$ cat src/rtl/gpio_pkg.sv
package gpio_pkg;

    localparam int unsigned BUS_DW = 32;
    localparam int unsigned BUS_AW = 4;
    localparam logic [BUS_DW-1:0] UNLOCK_KEY = 32'h4C4F_434B;

    typedef enum logic [BUS_AW-1:0] {
        RA_DATA   = 4'd0,
        RA_DIR    = 4'd1,
        RA_SRCSEL = 4'd2,
        RA_OPEND  = 4'd3,
        RA_DIGEN  = 4'd4,
        RA_PULLUP = 4'd5,
        RA_PULLDN = 4'd6,
        RA_LOCK   = 4'd7,
        RA_COMMIT = 4'd8
    } reg_addr_e;

    typedef struct packed {
        logic srcsel;
        logic dir;
        logic opend;
        logic digen;
    } pin_cfg_t;

    typedef struct packed {
        logic oe;
        logic val;
    } pin_drv_t;

    // Resolve one pin: pick the source, then apply enable and open-drain shaping.
    function automatic pin_drv_t pad_drive(pin_cfg_t c, logic sw_val, logic pe_val, logic pe_oe);
        pin_drv_t r;
        logic     v;
        logic     d;
        v = c.srcsel ? pe_val : sw_val;
        d = c.srcsel ? pe_oe  : c.dir;
        if (!c.digen) begin
            r = '0;
        end else if (c.opend) begin
            r.oe  = d & ~v;
            r.val = 1'b0;
        end else begin
            r.oe  = d;
            r.val = v;
        end
        return r;
    endfunction

endpackage

$ cat src/rtl/gpio_sync.sv
module gpio_sync #(
    parameter int unsigned W      = 8,
    parameter int unsigned STAGES = 2
) (
    input  logic         clk,
    input  logic         rst,
    input  logic [W-1:0] d,
    output logic [W-1:0] q
);
    logic [W-1:0] st [STAGES];

    generate
        for (genvar g = 0; g < STAGES; g++) begin : g_stage
            always_ff @(posedge clk) begin
                if (rst) st[g] <= '0;
                else if (g == 0) st[g] <= d;
                else st[g] <= st[(g == 0) ? 0 : g-1];
            end
        end
    endgenerate

    assign q = st[STAGES-1];
endmodule

$ cat src/rtl/gpio_regfile.sv
module gpio_regfile
    import gpio_pkg::*;
#(
    parameter int unsigned     NPIN     = 8,
    parameter logic [NPIN-1:0] RSV_MASK = NPIN'(15)
) (
    input  logic              clk,
    input  logic              rst,
    input  logic              bus_wr,
    input  logic [BUS_AW-1:0] bus_addr,
    input  logic [BUS_DW-1:0] bus_wdata,
    output logic [NPIN-1:0]   data_q,
    output logic [NPIN-1:0]   dir_q,
    output logic [NPIN-1:0]   srcsel_q,
    output logic [NPIN-1:0]   opend_q,
    output logic [NPIN-1:0]   digen_q,
    output logic [NPIN-1:0]   pu_q,
    output logic [NPIN-1:0]   pd_q,
    output logic [NPIN-1:0]   commit_q,
    output logic              unlocked_q
);
    logic [NPIN-1:0] wd;
    logic [NPIN-1:0] sel_wmask;
    logic [NPIN-1:0] sel_blocked;

    assign wd          = bus_wdata[NPIN-1:0];
    assign sel_wmask   = ~RSV_MASK | (commit_q & {NPIN{unlocked_q}});
    assign sel_blocked = ~sel_wmask;

    always_ff @(posedge clk) begin
        if (rst) begin
            data_q     <= '0;
            dir_q      <= '0;
            srcsel_q   <= RSV_MASK;
            opend_q    <= '0;
            digen_q    <= RSV_MASK;
            pu_q       <= '0;
            pd_q       <= '0;
            commit_q   <= ~RSV_MASK;
            unlocked_q <= 1'b0;
        end else if (bus_wr) begin
            case (bus_addr)
                RA_DATA:   data_q   <= wd;
                RA_DIR:    dir_q    <= wd;
                RA_SRCSEL: srcsel_q <= (wd & sel_wmask) | (srcsel_q & sel_blocked);
                RA_OPEND:  opend_q  <= wd;
                RA_DIGEN:  digen_q  <= wd;
                RA_PULLUP: begin
                    pu_q <= wd;
                    pd_q <= pd_q & ~wd;
                end
                RA_PULLDN: begin
                    pd_q <= wd;
                    pu_q <= pu_q & ~wd;
                end
                RA_LOCK:   unlocked_q <= (bus_wdata == UNLOCK_KEY);
                RA_COMMIT: if (unlocked_q) commit_q <= wd;
                default: ;
            endcase
        end
    end

    assert_pull_exclusive_R10: assert property (@(posedge clk) disable iff (rst)
        (pu_q & pd_q) == '0);

    assert_guarded_sel_R9: assert property (@(posedge clk) disable iff (rst)
        1'b1 |=> ((srcsel_q ^ $past(srcsel_q)) & $past(sel_blocked)) == '0);

    assert_relock_R7: assert property (@(posedge clk) disable iff (rst)
        (bus_wr && bus_addr == RA_LOCK && bus_wdata != UNLOCK_KEY) |=> !unlocked_q);

    assert_commit_hold_R8: assert property (@(posedge clk) disable iff (rst)
        (bus_wr && bus_addr == RA_COMMIT && !unlocked_q) |=> $stable(commit_q));
endmodule

$ cat src/rtl/gpio_pad_mux.sv
module gpio_pad_mux
    import gpio_pkg::*;
#(
    parameter int unsigned NPIN = 8
) (
    input  logic            clk,
    input  logic            rst,
    input  logic [NPIN-1:0] data_q,
    input  logic [NPIN-1:0] dir_q,
    input  logic [NPIN-1:0] srcsel_q,
    input  logic [NPIN-1:0] opend_q,
    input  logic [NPIN-1:0] digen_q,
    input  logic [NPIN-1:0] alt_out,
    input  logic [NPIN-1:0] alt_oe,
    output logic [NPIN-1:0] pad_out,
    output logic [NPIN-1:0] pad_oe
);
    generate
        for (genvar p = 0; p < NPIN; p++) begin : g_pin
            pin_cfg_t cfg;
            pin_drv_t drv;
            assign cfg = '{srcsel: srcsel_q[p], dir: dir_q[p], opend: opend_q[p], digen: digen_q[p]};
            assign drv = pad_drive(cfg, data_q[p], alt_out[p], alt_oe[p]);
            assign pad_out[p] = drv.val;
            assign pad_oe[p]  = drv.oe;
        end
    endgenerate

    assert_disabled_quiet_R5: assert property (@(posedge clk) disable iff (rst)
        ((pad_oe | pad_out) & ~digen_q) == '0);

    assert_opendrain_low_R4: assert property (@(posedge clk) disable iff (rst)
        (pad_out & opend_q) == '0);

    assert_peripheral_follow_R3: assert property (@(posedge clk) disable iff (rst)
        ((pad_oe ^ alt_oe) & srcsel_q & digen_q & ~opend_q) == '0);
endmodule

$ cat src/rtl/gpio_port_ctl.sv
module gpio_port_ctl
    import gpio_pkg::*;
#(
    parameter int unsigned     NPIN     = 8,
    parameter logic [NPIN-1:0] RSV_MASK = NPIN'(15)
) (
    input  logic              clk,
    input  logic              rst,
    input  logic              bus_wr,
    input  logic [BUS_AW-1:0] bus_addr,
    input  logic [BUS_DW-1:0] bus_wdata,
    output logic [BUS_DW-1:0] bus_rdata,
    input  logic [NPIN-1:0]   pad_in,
    output logic [NPIN-1:0]   pad_out,
    output logic [NPIN-1:0]   pad_oe,
    output logic [NPIN-1:0]   pad_pu,
    output logic [NPIN-1:0]   pad_pd,
    input  logic [NPIN-1:0]   alt_out,
    input  logic [NPIN-1:0]   alt_oe,
    output logic [NPIN-1:0]   alt_in
);
    localparam int unsigned SYNC_STAGES = 2;

    logic [NPIN-1:0] data_q, dir_q, srcsel_q, opend_q, digen_q, pu_q, pd_q, commit_q;
    logic            unlocked_q;
    logic [NPIN-1:0] in_sync;
    logic [NPIN-1:0] data_view;

    gpio_regfile #(.NPIN(NPIN), .RSV_MASK(RSV_MASK)) u_regs (
        .clk(clk), .rst(rst), .bus_wr(bus_wr), .bus_addr(bus_addr), .bus_wdata(bus_wdata),
        .data_q(data_q), .dir_q(dir_q), .srcsel_q(srcsel_q), .opend_q(opend_q),
        .digen_q(digen_q), .pu_q(pu_q), .pd_q(pd_q), .commit_q(commit_q),
        .unlocked_q(unlocked_q)
    );

    gpio_sync #(.W(NPIN), .STAGES(SYNC_STAGES)) u_sync (
        .clk(clk), .rst(rst), .d(pad_in), .q(in_sync)
    );

    gpio_pad_mux #(.NPIN(NPIN)) u_mux (
        .clk(clk), .rst(rst), .data_q(data_q), .dir_q(dir_q), .srcsel_q(srcsel_q),
        .opend_q(opend_q), .digen_q(digen_q), .alt_out(alt_out), .alt_oe(alt_oe),
        .pad_out(pad_out), .pad_oe(pad_oe)
    );

    assign pad_pu    = pu_q;
    assign pad_pd    = pd_q;
    assign alt_in    = in_sync & digen_q;
    assign data_view = digen_q & ((dir_q & ~srcsel_q & data_q) | (~(dir_q & ~srcsel_q) & in_sync));

    always_comb begin
        bus_rdata = '0;
        case (bus_addr)
            RA_DATA:   bus_rdata[NPIN-1:0] = data_view;
            RA_DIR:    bus_rdata[NPIN-1:0] = dir_q;
            RA_SRCSEL: bus_rdata[NPIN-1:0] = srcsel_q;
            RA_OPEND:  bus_rdata[NPIN-1:0] = opend_q;
            RA_DIGEN:  bus_rdata[NPIN-1:0] = digen_q;
            RA_PULLUP: bus_rdata[NPIN-1:0] = pu_q;
            RA_PULLDN: bus_rdata[NPIN-1:0] = pd_q;
            RA_LOCK:   bus_rdata[0]        = ~unlocked_q;
            RA_COMMIT: bus_rdata[NPIN-1:0] = commit_q;
            default: ;
        endcase
    end

    assert_read_gated_R5: assert property (@(posedge clk) disable iff (rst)
        (bus_addr == RA_DATA) |-> ((bus_rdata[NPIN-1:0] | alt_in) & ~digen_q) == '0);

    assert_sync_delay_R6: assert property (@(posedge clk) disable iff (rst)
        1'b1 |=> ($past(digen_q) != digen_q) || (alt_in == ($past(in_sync_d1) & digen_q)));

    logic [NPIN-1:0] in_sync_d1;
    always_ff @(posedge clk) begin
        if (rst) in_sync_d1 <= '0;
        else     in_sync_d1 <= pad_in;
    end
endmodule

$ cat config.mk
export PLATFORM = sky130hd
export DESIGN_NAME = gpio_port_ctl
export DESIGN_NICKNAME = d
export VERILOG_FILES = /design/src/rtl/gpio_pkg.sv /design/src/rtl/gpio_sync.sv /design/src/rtl/gpio_regfile.sv /design/src/rtl/gpio_pad_mux.sv /design/src/rtl/gpio_port_ctl.sv
export SDC_FILE = /design/constraint.sdc
export NUM_CORES = 1
export LEC_CHECK = 0
export CAP_MARGIN = 20
export CORE_MARGIN = 8
export CORE_UTILIZATION = 47
export CTS_BUF_LIST = sky130_fd_sc_hd__clkbuf_16
export CTS_CLUSTER_DIAMETER = 120
export DETAILED_ROUTE_END_ITERATION = 6
export PLACE_DENSITY_LB_ADDON = 0.12
export SLEW_MARGIN = 15
export SYNTH_ARGS = -nofsm -noshare
export SYNTH_HDL_FRONTEND = slang
export SYNTH_SLANG_ARGS = --single-unit
$ cat constraint.sdc
create_clock -name clk -period 2.52 [get_ports clk]
set_input_delay 0.756 -clock clk [delete_from_list [all_inputs] [get_ports clk]]
set_output_delay 0.756 -clock clk [all_outputs]
set_load 0.005 [all_outputs]
# After elaboration in Yosys (flattened, before gate mapping)
# Memories as Yosys holds them, arrays and structs flattened.
# Cells that the tools add are included.
[word_totals]
regBits = 65
ram_bits = 16
in_bits = 63
output_inout_bits = 72
word_cells = 105
mem_count = 1
[memory_table]
columns = ["name", "depth", "word_bits", "rd", "rd_ports_with_merged_regs", "write_ports", "line", "source"]
rows = [
  ["u_sync.st", 2, 8, 2, 0, 2, "gpio_sync.sv:10", "logic [W-1:0] st [STAGES];"],
]
[classes]
eq_ne = 9
muxes = 41
bitwise = 35
reduce_logical = 10
[op_table]
columns = ["operator", "count"]
rows = [
  ["$and 8x8->8", 9],
  ["$pmux 7 s8", 1],
  ["$eq 32x31->1 const B", 1],
  ["$mux 2", 16],
  ["$not 8->8", 4],
  ["$pmux 8 s2", 2],
  ["$mux 1", 19],
  ["$eq 4x3->1 const B", 4],
  ["$mux 8", 2],
  ["$or 8x8->8", 2],
  ["$reduce_and 2->1", 7],
  ["$not 1->1", 9],
  ["$pmux 1 s9", 1],
  ["$and 1x1->1", 8],
  ["$eq 4x2->1 const B", 2],
  ["$and 4x4->4", 1],
  ["$eq 4x1->1 const B", 1],
  ["$eq 4x4->1 const B", 1],
  ["$logic_not 4->1", 1],
  ["$reduce_and 3->1", 1],
  ["$or 1x1->1", 2],
  ["$reduce_bool 2->1", 1],
]

# Logic depth before layout (Yosys ltp)
# Gate-level depths: netlist of the first run.
[logic_depth]
word_depth = 7
ltp_mapped = 6
ltp_nobuf = 4

# By module
# Synthesis of the first run repeated with hierarchy kept, for this count alone.
[hier_totals]
hier_cells = 519
area_unflattened_um2 = 4494.3
[modules_own_cells]
columns = ["mod", "n_inst", "cells_per_inst", "area_per_inst_um2", "seq_area_each_um2"]
rows = [
  ["gpio_regfile", 1, 310, 2680.1, 1301.2],
  ["gpio_port_ctl", 1, 136, 1009.7, 0.0],
  ["gpio_sync", 1, 33, 464.2, 320.3],
  ["gpio_pad_mux", 1, 40, 340.3, 0.0],
]

# Worst setup path before layout of the first run
# Ideal clock, no wire load.
[synth_path]
path_type = "input to output"
from = "input port bus_addr[2]"
to = "output port bus_rdata[2]"
arrival_time_ps = 1724
required_time_ps = 1764
path_slack_ps = 40
cell_stages = 5
n_path_buf = 1
cell_sequence = "buf_6 > nor2_1 > nand2_1 > o21ai_0 > a221o_1"
[synth_via]
elab_chain_cells = 2
elab_cells_between_ends = 9
classes_between = "7 x eq/ne; 1 x mux; 1 x reduce/logical"
[synth_rtl]
columns = ["item", "line", "source"]
rows = [
  ["start, declared", "gpio_port_ctl.sv:10", "input logic [BUS_AW-1:0] bus_addr,"],
  ["$eq 4x4->1 (tied with other cells)", "gpio_port_ctl.sv:53", "case (bus_addr)"],
  ["$pmux 7 s8 *", "gpio_port_ctl.sv:53", ""],
  ["end, declared", "gpio_port_ctl.sv:12", "output logic [BUS_DW-1:0] bus_rdata,"],
]
# Mark *: on every way between the ends. The rest lies on a longest branch, timed or not.

# Worst setup path in the final report of the first run
[layout_path]
from = "input port bus_addr[2]"
to = "output port bus_rdata[7]"
# The elaborated chain is that of the path after synthesis.

==> flow_summary.html, run 1 <==
<table>
<tr><th>Metric</th><th>Value</th></tr>
<tr><th colspan="2">Place</th></tr>
<tr><td>Post-Place Setup Slack</td><td>-1.07 ns</td></tr>
<tr><td>Weighted congestion reported at the end of routability-driven placement</td><td>roughly 0.90</td></tr>
<tr><td>Dpl hpwl</td><td>10.5 mm</td></tr>
<tr><td>Post-place instance area</td><td>a little under 0.006 sq mm</td></tr>
<tr><td>IO Port Bufs</td><td>between 100 and 150</td></tr>
<tr><td>Dpl cells</td><td>764</td></tr>
<tr><th colspan="2">Clock tree</th></tr>
<tr><td>Clock tree from TritonCTS</td><td>built</td></tr>
<tr><td>Number of clock sinks seen by CTS</td><td>81</td></tr>
<tr><td>Clock buffer count from CTS</td><td>9</td></tr>
<tr><td>Clock Path Buffers</td><td>2</td></tr>
<tr><td>Level count of the clock H-tree</td><td>3</td></tr>
<tr><td>Clock-pin slew reported for the worst setup and hold paths after clock tree synthesis</td><td>~0.060 ns</td></tr>
<tr><td>Hold-fix buffers at CTS</td><td>0</td></tr>
<tr><td>Clock latency of the later-clocked register in the worst-skew pair</td><td>0.33 ns</td></tr>
<tr><td>CTS root buffer</td><td>clkbuf_16</td></tr>
<tr><th colspan="2">STA</th></tr>
<tr><td>Highest attainable clock frequency</td><td>354 MHz</td></tr>
<tr><td>Setup repair after global routing missed its margin</td><td>yes</td></tr>
<tr><td>Final-layout setup total negative slack</td><td>-1.98 ns</td></tr>
<tr><td>Worst-case clock skew</td><td>0.00521 ns</td></tr>
<tr><td>Slew of the pin with the lowest slew margin</td><td>0.733 ns</td></tr>
<tr><td>Final worst path period share</td><td>112%</td></tr>
<tr><td>Worst hold slack</td><td>0.434 ns</td></tr>
<tr><td>Number of endpoints with negative hold slack in the final report</td><td>0</td></tr>
<tr><td>Worst relative slew slack</td><td>roughly 51%</td></tr>
<tr><td>Time the worst path needs with I/O delays and setup</td><td>between 2 and 3 ns</td></tr>
<tr><td>Final setup violation count</td><td>8</td></tr>
<tr><td>Number of slew-limit violations in the final report</td><td>0</td></tr>
<tr><td>Worst path setup slack after routing</td><td>-0.301 ns</td></tr>
<tr><th colspan="2">Global route</th></tr>
<tr><td>Global router's overall resource usage</td><td>roughly 23%</td></tr>
<tr><td>Vias in the first global route</td><td>~4.4k</td></tr>
<tr><td>Largest net degree at the start of global routing</td><td>69</td></tr>
<tr><td>Leftover overflow at the end of global routing</td><td>0</td></tr>
<tr><td>Initial antenna violation count</td><td>0</td></tr>
<tr><td>First-pass GRT wire length</td><td>22.6 mm</td></tr>
<tr><th colspan="2">Floorplan</th></tr>
<tr><td>Core outline area</td><td>0.00906 sq mm</td></tr>
<tr><td>Number of placement rows</td><td>35</td></tr>
<tr><td>Floorplan die area</td><td>between 0.01 and 0.015 sq mm</td></tr>
<tr><td>Effective utilization at floorplan</td><td>a little under half</td></tr>
<tr><td>I/O pin count</td><td>roughly 140</td></tr>
<tr><td>Height of the die</td><td>between 100 and 150 microns</td></tr>
<tr><td>Die Width</td><td>around 110 microns</td></tr>
<tr><th colspan="2">Drt</th></tr>
<tr><td>Vias</td><td>4,326</td></tr>
<tr><td>Final Routed Wirelength</td><td>roughly 14 mm</td></tr>
<tr><td>Drt first pass iters</td><td>4</td></tr>
<tr><td>Post-route antenna net violation count</td><td>0</td></tr>
<tr><td>Residual DRC count</td><td>0</td></tr>
<tr><td>Vias per Instance</td><td>around 5.4</td></tr>
<tr><td>Number of DRC violations after detailed-routing iteration 0</td><td>255</td></tr>
<tr><td>Drt wl/cell</td><td>about 18 microns</td></tr>
<tr><th colspan="2">Cells and area</th></tr>
<tr><td>Share of cells above drive strength 1</td><td>a little under a quarter</td></tr>
<tr><td>Register area</td><td>between 0.0015 and 0.002 sq mm</td></tr>
<tr><td>Total number of nets in the final design</td><td>between 700 and 800</td></tr>
<tr><td>Layout Cells excl Fill</td><td>805</td></tr>
<tr><td>Total area of multi-input combinational cells</td><td>between 0.002 and 0.0025 sq mm</td></tr>
<tr><td>Area of all placed cells without fillers</td><td>between 0.006 and 0.007 sq mm</td></tr>
<tr><td>Layout Utilization</td><td>a little over 70%</td></tr>
<tr><td>Number of filler instances in the final layout</td><td>738</td></tr>
<tr><td>ANT cells</td><td>0</td></tr>
<tr><td>Area Overhead vs Synth</td><td>49.4%</td></tr>
<tr><th colspan="2">Worst setup path</th></tr>
<tr><td>Type of the worst setup path</td><td>in2out</td></tr>
<tr><td>Type of destination of the critical path</td><td>output port</td></tr>
<tr><td>Reg2reg end</td><td>u_regs.commit_q[2]$_SDFFE_PP0P_</td></tr>
<tr><td>Critical path startpoint category</td><td>primary input</td></tr>
<tr><td>Worst endpoint data arrival time</td><td>2.07 ns</td></tr>
<tr><td>Number of cell instances on the worst register-to-register path</td><td>5</td></tr>
<tr><td>Slack of the worst reg-to-reg path</td><td>about 1.4 ns</td></tr>
<tr><td>Startpoint of the worst register-to-register path</td><td>u_regs.unlocked_q$_SDFFE_PP0P_</td></tr>
<tr><td>Data required time at the worst endpoint</td><td>about 1.8 ns</td></tr>
<tr><td>Worst-path maximum fanout</td><td>5</td></tr>
<tr><th colspan="2">Yosys</th></tr>
<tr><td>Number of instances in the synthesized netlist</td><td>510</td></tr>
<tr><td>Total of flip-flops plus latches after synthesis</td><td>81</td></tr>
<tr><td>Warning count from the yosys run</td><td>0</td></tr>
<tr><td>Number of distinct library cells after synthesis</td><td>between 40 and 50</td></tr>
<tr><td>Synth Cell Area</td><td>~0.0043 sq mm</td></tr>
<tr><td>FFs w/ async S/R, synth</td><td>0%</td></tr>
<tr><td>Syn avg cell area</td><td>8.43 sq um</td></tr>
<tr><td>Number of enable-type register cells in the synthesized netlist</td><td>0</td></tr>
<tr><td>Synth Flop Type</td><td>dfxtp_1</td></tr>
<tr><td>Sequential-to-total area share from yosys stat</td><td>37.7%</td></tr>
<tr><th colspan="2">Power</th></tr>
<tr><td>Power Dens Cells</td><td>about 460 mW/mm^2</td></tr>
<tr><td>Total power draw</td><td>just under 3 mW</td></tr>
<tr><td>Worst IR Drop VDD</td><td>around 280 uV</td></tr>
<tr><td>Static leakage power</td><td>between 2 and 3 nW</td></tr>
<tr><th colspan="2">Status</th></tr>
<tr><td>Violations in the final reports</td><td>negative setup slack</td></tr>
<tr><td>Status</td><td>finished with violations</td></tr>
<tr><th colspan="2">Min path</th></tr>
<tr><td>Min-delay worst type</td><td>reg2reg</td></tr>
<tr><td>Number of cells on the worst hold path</td><td>1</td></tr>
<tr><td>Worst Hold Endpoint</td><td>u_sync.st[1][4]$_SDFF_PP0_</td></tr>
<tr><td>Origin of the worst min-delay path</td><td>u_sync.st[0][4]$_SDFF_PP0_</td></tr>
<tr><th colspan="2">Run</th></tr>
<tr><td>Max capacitance violation total</td><td>0</td></tr>
</table>
## metal layers
| metal | wire, microns | track usage (%) |
|---|---|---|
| met3 | 857 | 3.90 |
| met4 | 337 | 8.30 |
| met1 | 5780 | 25.8 |
| met5 | 0 | 0 |
| met2 | 7480 | 40.8 |
## worst max-delay path, cell delays in order
cell,delay (ns)
buf_6,0.10
buf_6,0.12
buf_4,0.14
mux2i_2,0.21
nor3_2,0.06
a221o_1,0.27
a221o_1,0.28
buf_2,0.13
## power by group
part	total (mW)	leakage (nW)	switching [mW]	internal, mW
sequential	1.32	0.657	0.0149	1.30
combinational	0.435	2.18	0.191	0.244
clock	1.23	0.124	0.553	0.674
## final cells by class
class | instances | area share, %
Multi-Input combinational cell | 384 | 38.6
Inverter | 9 | 0.526
Sequential cell | 81 | 25.3
Timing Repair Buffer | 204 | 29.1
Tap cell | 111 | 2.16
Clock inverter | 7 | 0.838
Clock buffer | 9 | 3.51
## worst max-delay path by stage
stage | start | to | slack (ns)
after floorplan | bus_addr[2] | bus_rdata[2] | 0.04
after global placement | bus_addr[0] | bus_rdata[0] | -1.00
after detailed placement | bus_addr[1] | bus_rdata[5] | -1.07
after CTS | bus_addr[2] | bus_rdata[6] | -0.33
after global routing | bus_addr[2] | bus_rdata[3] | -0.33
final | bus_addr[2] | bus_rdata[7] | -0.30
## kinds of logic (layout without fill, tap and decap cells)
kind of cell | Yosys count | in the layout | synth area share [%]
flip-flops | 81 | 81 | 37.7
other | 1 | 24 | 0.0872
buffers and inverters | 68 | 229 | 8.96
AO/OA/AOI/OAI | 86 | 86 | 13.1
AND/OR/NAND/NOR | 213 | 213 | 25.8
multiplexers | 61 | 61 | 14.3
## repair_timing
action                                 4_1_cts  5_1_grt
resized for setup                          109       35
gates cloned                                 0        0
setup endpoints to repair                   24       21
endpoints found under the hold margin        0        0
buffers inserted                            19        6
pin swaps                                   12        9
## layout by cell type, fill, tap and decap left out, drive strengths merged, types with 5 or more instances in the layout
cell type	Yosys	routed
conb	1	24
dfxtp	81	81
a221o	8	8
nand2	72	72
clkbuf	14	11
clkdlybuf4s15	0	5
o211a	9	9
and2	8	8
clkdlybuf4s50	0	77
mux2i	58	58
o21ai	29	29
nor4b	5	5
a21oi	26	26
nor2	47	47
nand2b	10	10
nor2b	24	24
nand3	15	15
nor3b	8	8
inv	9	11
nand4	7	7
buf	45	114
## cells in the mapped netlist (9+ instances only)
cell type | n | share of area (%)
o21ai_0 | 29 | 3.4
nor2_1 | 47 | 4.1
buf_4 | 26 | 4.5
dfxtp_1 | 81 | 38
inv_1 | 9 | 0.79
o211a_1 | 9 | 2.1
clkbuf_1 | 12 | 1.0
nand2_1 | 72 | 6.3
mux2i_1 | 58 | 14
a21oi_1 | 26 | 3.0
nor2b_1 | 24 | 3.5
nand2b_1 | 10 | 1.5
nand3_1 | 12 | 1.4
buf_2 | 18 | 2.1
## state kept, by name (all words and copies together) (netlist names), named ones only
signal,flops
u_regs.commit_q,8
u_regs.data_q,8
u_regs.digen_q,8
u_regs.dir_q,8
u_regs.opend_q,8
u_regs.pd_q,8
u_regs.pu_q,8
u_regs.srcsel_q,4
u_regs.unlocked_q,1
u_sync.st,16
No activity file was read; power rests on OpenSTA's default activity.
==> run 2, diff against run 1 <==
--- a/config.mk
+++ b/config.mk
@@ -5,12 +5,12 @@
 export SDC_FILE = /design/constraint.sdc
 export NUM_CORES = 1
 export LEC_CHECK = 0
-export CAP_MARGIN = 20
 export CORE_MARGIN = 8
-export CORE_UTILIZATION = 47
-export CTS_BUF_LIST = sky130_fd_sc_hd__clkbuf_16
+export CORE_UTILIZATION = 48
+export CTS_BUF_LIST = sky130_fd_sc_hd__clkbuf_8
 export CTS_CLUSTER_DIAMETER = 120
 export DETAILED_ROUTE_END_ITERATION = 6
+export MAX_ROUTING_LAYER = met4
 export PLACE_DENSITY_LB_ADDON = 0.12
 export SLEW_MARGIN = 15
 export SYNTH_ARGS = -nofsm -noshare
==> run 2 against run 1 <==
- the flow still finishes with violations (negative setup slack)
- clock power is 25% lower
- register-to-register slack hardly changed
- flip-flop and latch count is the same
- routed wire length is 2.8% higher
- first-iteration DRC count is 2.4% higher
- clock skew grew 0.0013 ns
- count of clock-buffer cells in the layout up 1
- non-clock buffer count grew 5
- final cell count rose by 0.25%
- critical path depth increased by 1
- global-route usage increased by 1.6 points
- worst setup slack gained 0.073 ns
- critical path type unchanged
- critical endpoint is now bus_rdata[3]
- highest routed layer unchanged
==> flow_summary.html, run 2 (synthesized netlist as in run 1, its figures left out) <==
<table>
<tr><th>Metric</th><th>Value</th></tr>
<tr><th colspan="2">Clock tree</th></tr>
<tr><td>Clock tree from TritonCTS</td><td>built</td></tr>
<tr><td>Level count of the clock H-tree</td><td>3 (unchanged)</td></tr>
<tr><td>CTS root buffer</td><td>clkbuf_8</td></tr>
<tr><td>Clock Path Buffers</td><td>2 (unchanged)</td></tr>
<tr><td>Number of clock sinks seen by CTS</td><td>81 (unchanged)</td></tr>
<tr><td>Clock-pin slew reported for the worst setup and hold paths after clock tree synthesis</td><td>0.09 ns (+0.03 ns)</td></tr>
<tr><td>Clock latency of the later-clocked register in the worst-skew pair</td><td>0.36 ns (+0.03 ns)</td></tr>
<tr><td>Clock buffer count from CTS</td><td>9 (unchanged)</td></tr>
<tr><td>Hold-fix buffers at CTS</td><td>0 (unchanged)</td></tr>
<tr><th colspan="2">Cells and area</th></tr>
<tr><td>Most common cell after layout, fill and taps aside</td><td>buf_4</td></tr>
<tr><td>Total area of multi-input combinational cells</td><td>0.00252 sq mm (+1.8%)</td></tr>
<tr><td>Register area</td><td>0.00162 sq mm (unchanged)</td></tr>
<tr><td>Max FFs per register</td><td>16 (unchanged)</td></tr>
<tr><td>Layout Cells excl Fill</td><td>807 (+0.25%)</td></tr>
<tr><td>Number of filler instances in the final layout</td><td>679 (-8.0%)</td></tr>
<tr><td>ANT cells</td><td>0 (unchanged)</td></tr>
<tr><td>Area Overhead vs Synth</td><td>49.5% (about the same)</td></tr>
<tr><td>Share of cells above drive strength 1</td><td>25.5% (+2.3 points)</td></tr>
<tr><td>Leading cell types in the layout, fill and taps excluded</td><td>82 x buf_4, 81 x dfxtp_1, 78 x clkdlybuf4s50_1, 68 x nand2_1, 55 x mux2i_1</td></tr>
<tr><td>Total number of nets in the final design</td><td>757 (+0.66%)</td></tr>
<tr><td>Register with the highest flop count</td><td>u_sync.st</td></tr>
<tr><th colspan="2">Floorplan</th></tr>
<tr><td>Die Width</td><td>111 microns (-0.90%)</td></tr>
<tr><td>Effective utilization at floorplan</td><td>49.3% (+1.9 points)</td></tr>
<tr><td>Floorplan die area</td><td>0.0122 sq mm (-1.8%)</td></tr>
<tr><td>Height of the die</td><td>111 microns (-0.90%)</td></tr>
<tr><td>I/O pin count</td><td>135 (unchanged)</td></tr>
<tr><td>Number of placement rows</td><td>34 (-2.9%)</td></tr>
<tr><td>Core outline area</td><td>0.00872 sq mm (-3.8%)</td></tr>
<tr><th colspan="2">Power</th></tr>
<tr><td>Worst IR Drop VDD</td><td>294 uV (+3.5%)</td></tr>
<tr><td>Static leakage power</td><td>2.97 nW (+0.25%)</td></tr>
<tr><td>Power Dens Cells</td><td>420 mW/mm^2 (-9.5%)</td></tr>
<tr><th colspan="2">Global route</th></tr>
<tr><td>Global router's overall resource usage</td><td>24.1% (+1.6 points)</td></tr>
<tr><td>First-pass GRT wire length</td><td>23.4 mm (+3.7%)</td></tr>
<tr><td>Leftover overflow at the end of global routing</td><td>0 (unchanged)</td></tr>
<tr><td>Vias in the first global route</td><td>4,440 (+1.9%)</td></tr>
<tr><td>Largest net degree at the start of global routing</td><td>69 (unchanged)</td></tr>
<tr><td>Initial antenna violation count</td><td>0 (unchanged)</td></tr>
<tr><th colspan="2">Status</th></tr>
<tr><td>Violations in the final reports</td><td>negative setup slack</td></tr>
<tr><td>Status</td><td>finished with violations</td></tr>
<tr><th colspan="2">Worst setup path</th></tr>
<tr><td>Critical path startpoint category</td><td>primary input</td></tr>
<tr><td>Critical path destination</td><td>bus_rdata[3]</td></tr>
<tr><td>Type of the worst setup path</td><td>in2out</td></tr>
<tr><td>Type of destination of the critical path</td><td>output port</td></tr>
<tr><td>Startpoint of the worst register-to-register path</td><td>u_regs.unlocked_q$_SDFFE_PP0P_</td></tr>
<tr><td>Worst-path maximum fanout</td><td>6 (+1)</td></tr>
<tr><td>Data required time at the worst endpoint</td><td>1.76 ns (about the same)</td></tr>
<tr><td>Reg2reg end</td><td>u_regs.commit_q[1]$_SDFFE_PP0P_</td></tr>
<tr><td>Number of cell instances on the worst register-to-register path</td><td>5 (unchanged)</td></tr>
<tr><td>Slack of the worst reg-to-reg path</td><td>1.40 ns (about the same)</td></tr>
<tr><td>Startpoint of the most critical setup path</td><td>bus_addr[1]</td></tr>
<tr><td>Worst endpoint data arrival time</td><td>1.99 ns (-0.08 ns)</td></tr>
<tr><th colspan="2">STA</th></tr>
<tr><td>Worst-case clock skew</td><td>0.00648 ns (+0.00127 ns)</td></tr>
<tr><td>Slew of the pin with the lowest slew margin</td><td>0.733 ns (+0.000628 ns)</td></tr>
<tr><td>Setup repair after global routing missed its margin</td><td>yes</td></tr>
<tr><td>Number of slew-limit violations in the final report</td><td>0 (unchanged)</td></tr>
<tr><td>Number of endpoints with negative hold slack in the final report</td><td>0 (unchanged)</td></tr>
<tr><td>Final-layout setup total negative slack</td><td>-1.54 ns (+0.443 ns)</td></tr>
<tr><td>Highest attainable clock frequency</td><td>364 MHz (+2.6%)</td></tr>
<tr><td>Worst relative slew slack</td><td>51.1% (about the same)</td></tr>
<tr><td>Final setup violation count</td><td>8 (unchanged)</td></tr>
<tr><td>Final worst path period share</td><td>109% (-2.9 points)</td></tr>
<tr><td>Worst path setup slack after routing</td><td>-0.229 ns (+0.0725 ns)</td></tr>
<tr><td>Time the worst path needs with I/O delays and setup</td><td>2.75 ns (-0.0725 ns)</td></tr>
<tr><th colspan="2">Run</th></tr>
<tr><td>Max capacitance violation total</td><td>0 (unchanged)</td></tr>
<tr><th colspan="2">Drt</th></tr>
<tr><td>Drt first pass iters</td><td>4 (unchanged)</td></tr>
<tr><td>Vias</td><td>4,393 (+1.5%)</td></tr>
<tr><td>Number of DRC violations after detailed-routing iteration 0</td><td>261 (+2.4%)</td></tr>
<tr><td>Final Routed Wirelength</td><td>14.9 mm (+2.8%)</td></tr>
<tr><td>Post-route antenna net violation count</td><td>0 (unchanged)</td></tr>
<tr><td>Vias per Instance</td><td>5.44 (+1.3%)</td></tr>
<tr><td>Residual DRC count</td><td>0 (unchanged)</td></tr>
<tr><td>Drt wl/cell</td><td>18.4 microns (+2.6%)</td></tr>
<tr><th colspan="2">Min path</th></tr>
<tr><td>Origin of the worst min-delay path</td><td>u_sync.st[0][7]$_SDFF_PP0_</td></tr>
<tr><td>Min-delay worst type</td><td>reg2reg</td></tr>
<tr><th colspan="2">Place</th></tr>
<tr><td>Post-Place Setup Slack</td><td>-1.15 ns (-0.0752 ns)</td></tr>
<tr><td>Weighted congestion reported at the end of routability-driven placement</td><td>0.891 (-1.3%)</td></tr>
<tr><td>IO Port Bufs</td><td>110 (unchanged)</td></tr>
<tr><td>Dpl cells</td><td>764 (unchanged)</td></tr>
<tr><td>Dpl hpwl</td><td>10.5 mm (-0.25%)</td></tr>
</table>
-- run 2: final cells by class --
type	instances	area share (%)
clock buffer	10	2.14
clock inverter	6	0.759
inverter	9	0.526
multi-input combinational	384	39.3
sequential	81	25.2
tap	108	2.10
timing repair buffer	209	29.9
-- run 2: where the power goes --
part           internal [mW]  total (mW)  switching (mW)
clock                  0.397       0.919           0.522
combinational          0.262       0.464           0.202
sequential              1.30        1.32          0.0146
-- run 2: routing by layer --
metal	vias up	global-route usage, %	share of wire, %
met5	-	-	0
met4	0	8.38	2.3
met3	24	4.44	5.2
met2	157	41.7	52
met1	2128	27.2	41
li1	2084	-	-
-- run 2: worst min-delay path by stage --
stage	end	depth (start not counted)
after CTS	u_sync.st[1][7]$_SDFF_PP0_	1
after global routing	u_sync.st[1][2]$_SDFF_PP0_	1
after detailed placement	u_sync.st[1][3]$_SDFF_PP0_	1
final	u_sync.st[1][7]$_SDFF_PP0_	1
after global placement	u_sync.st[1][6]$_SDFF_PP0_	1
after floorplan	u_sync.st[1][0]$_SDFF_PP0_	1
-- run 2: per-stage QoR --
step	cell area, sq um	util, %	total power, mW	hold WS [ns]
2_1_floorplan	4390	-	1.54	0.414
3_3_place_gp	5870	67.3	1.74	0.418
3_5_place_dp	5870	67.3	1.75	0.428
4_1_cts	6370	73.0	2.69	0.450
5_1_grt	6430	73.7	2.80	0.458
6_report	6430	73.7	2.70	0.445
-- run 2: worst max-delay path: stages --
cell and delay [ns]:
buf_12 0.11, buf_12 0.13, nor4b_4 0.29, buf_4 0.18, buf_6 0.13, nand2_4 0.06
o31ai_4 0.05, a221o_1 0.16, buf_2 0.12
-- run 2: timing repair --
item                       in CTS  in global routing
setup endpoints to repair      24                 23
pin swaps                      16                 16
resized for setup             137                 31
buffers inserted               27                  2
gates cloned                    2                  0
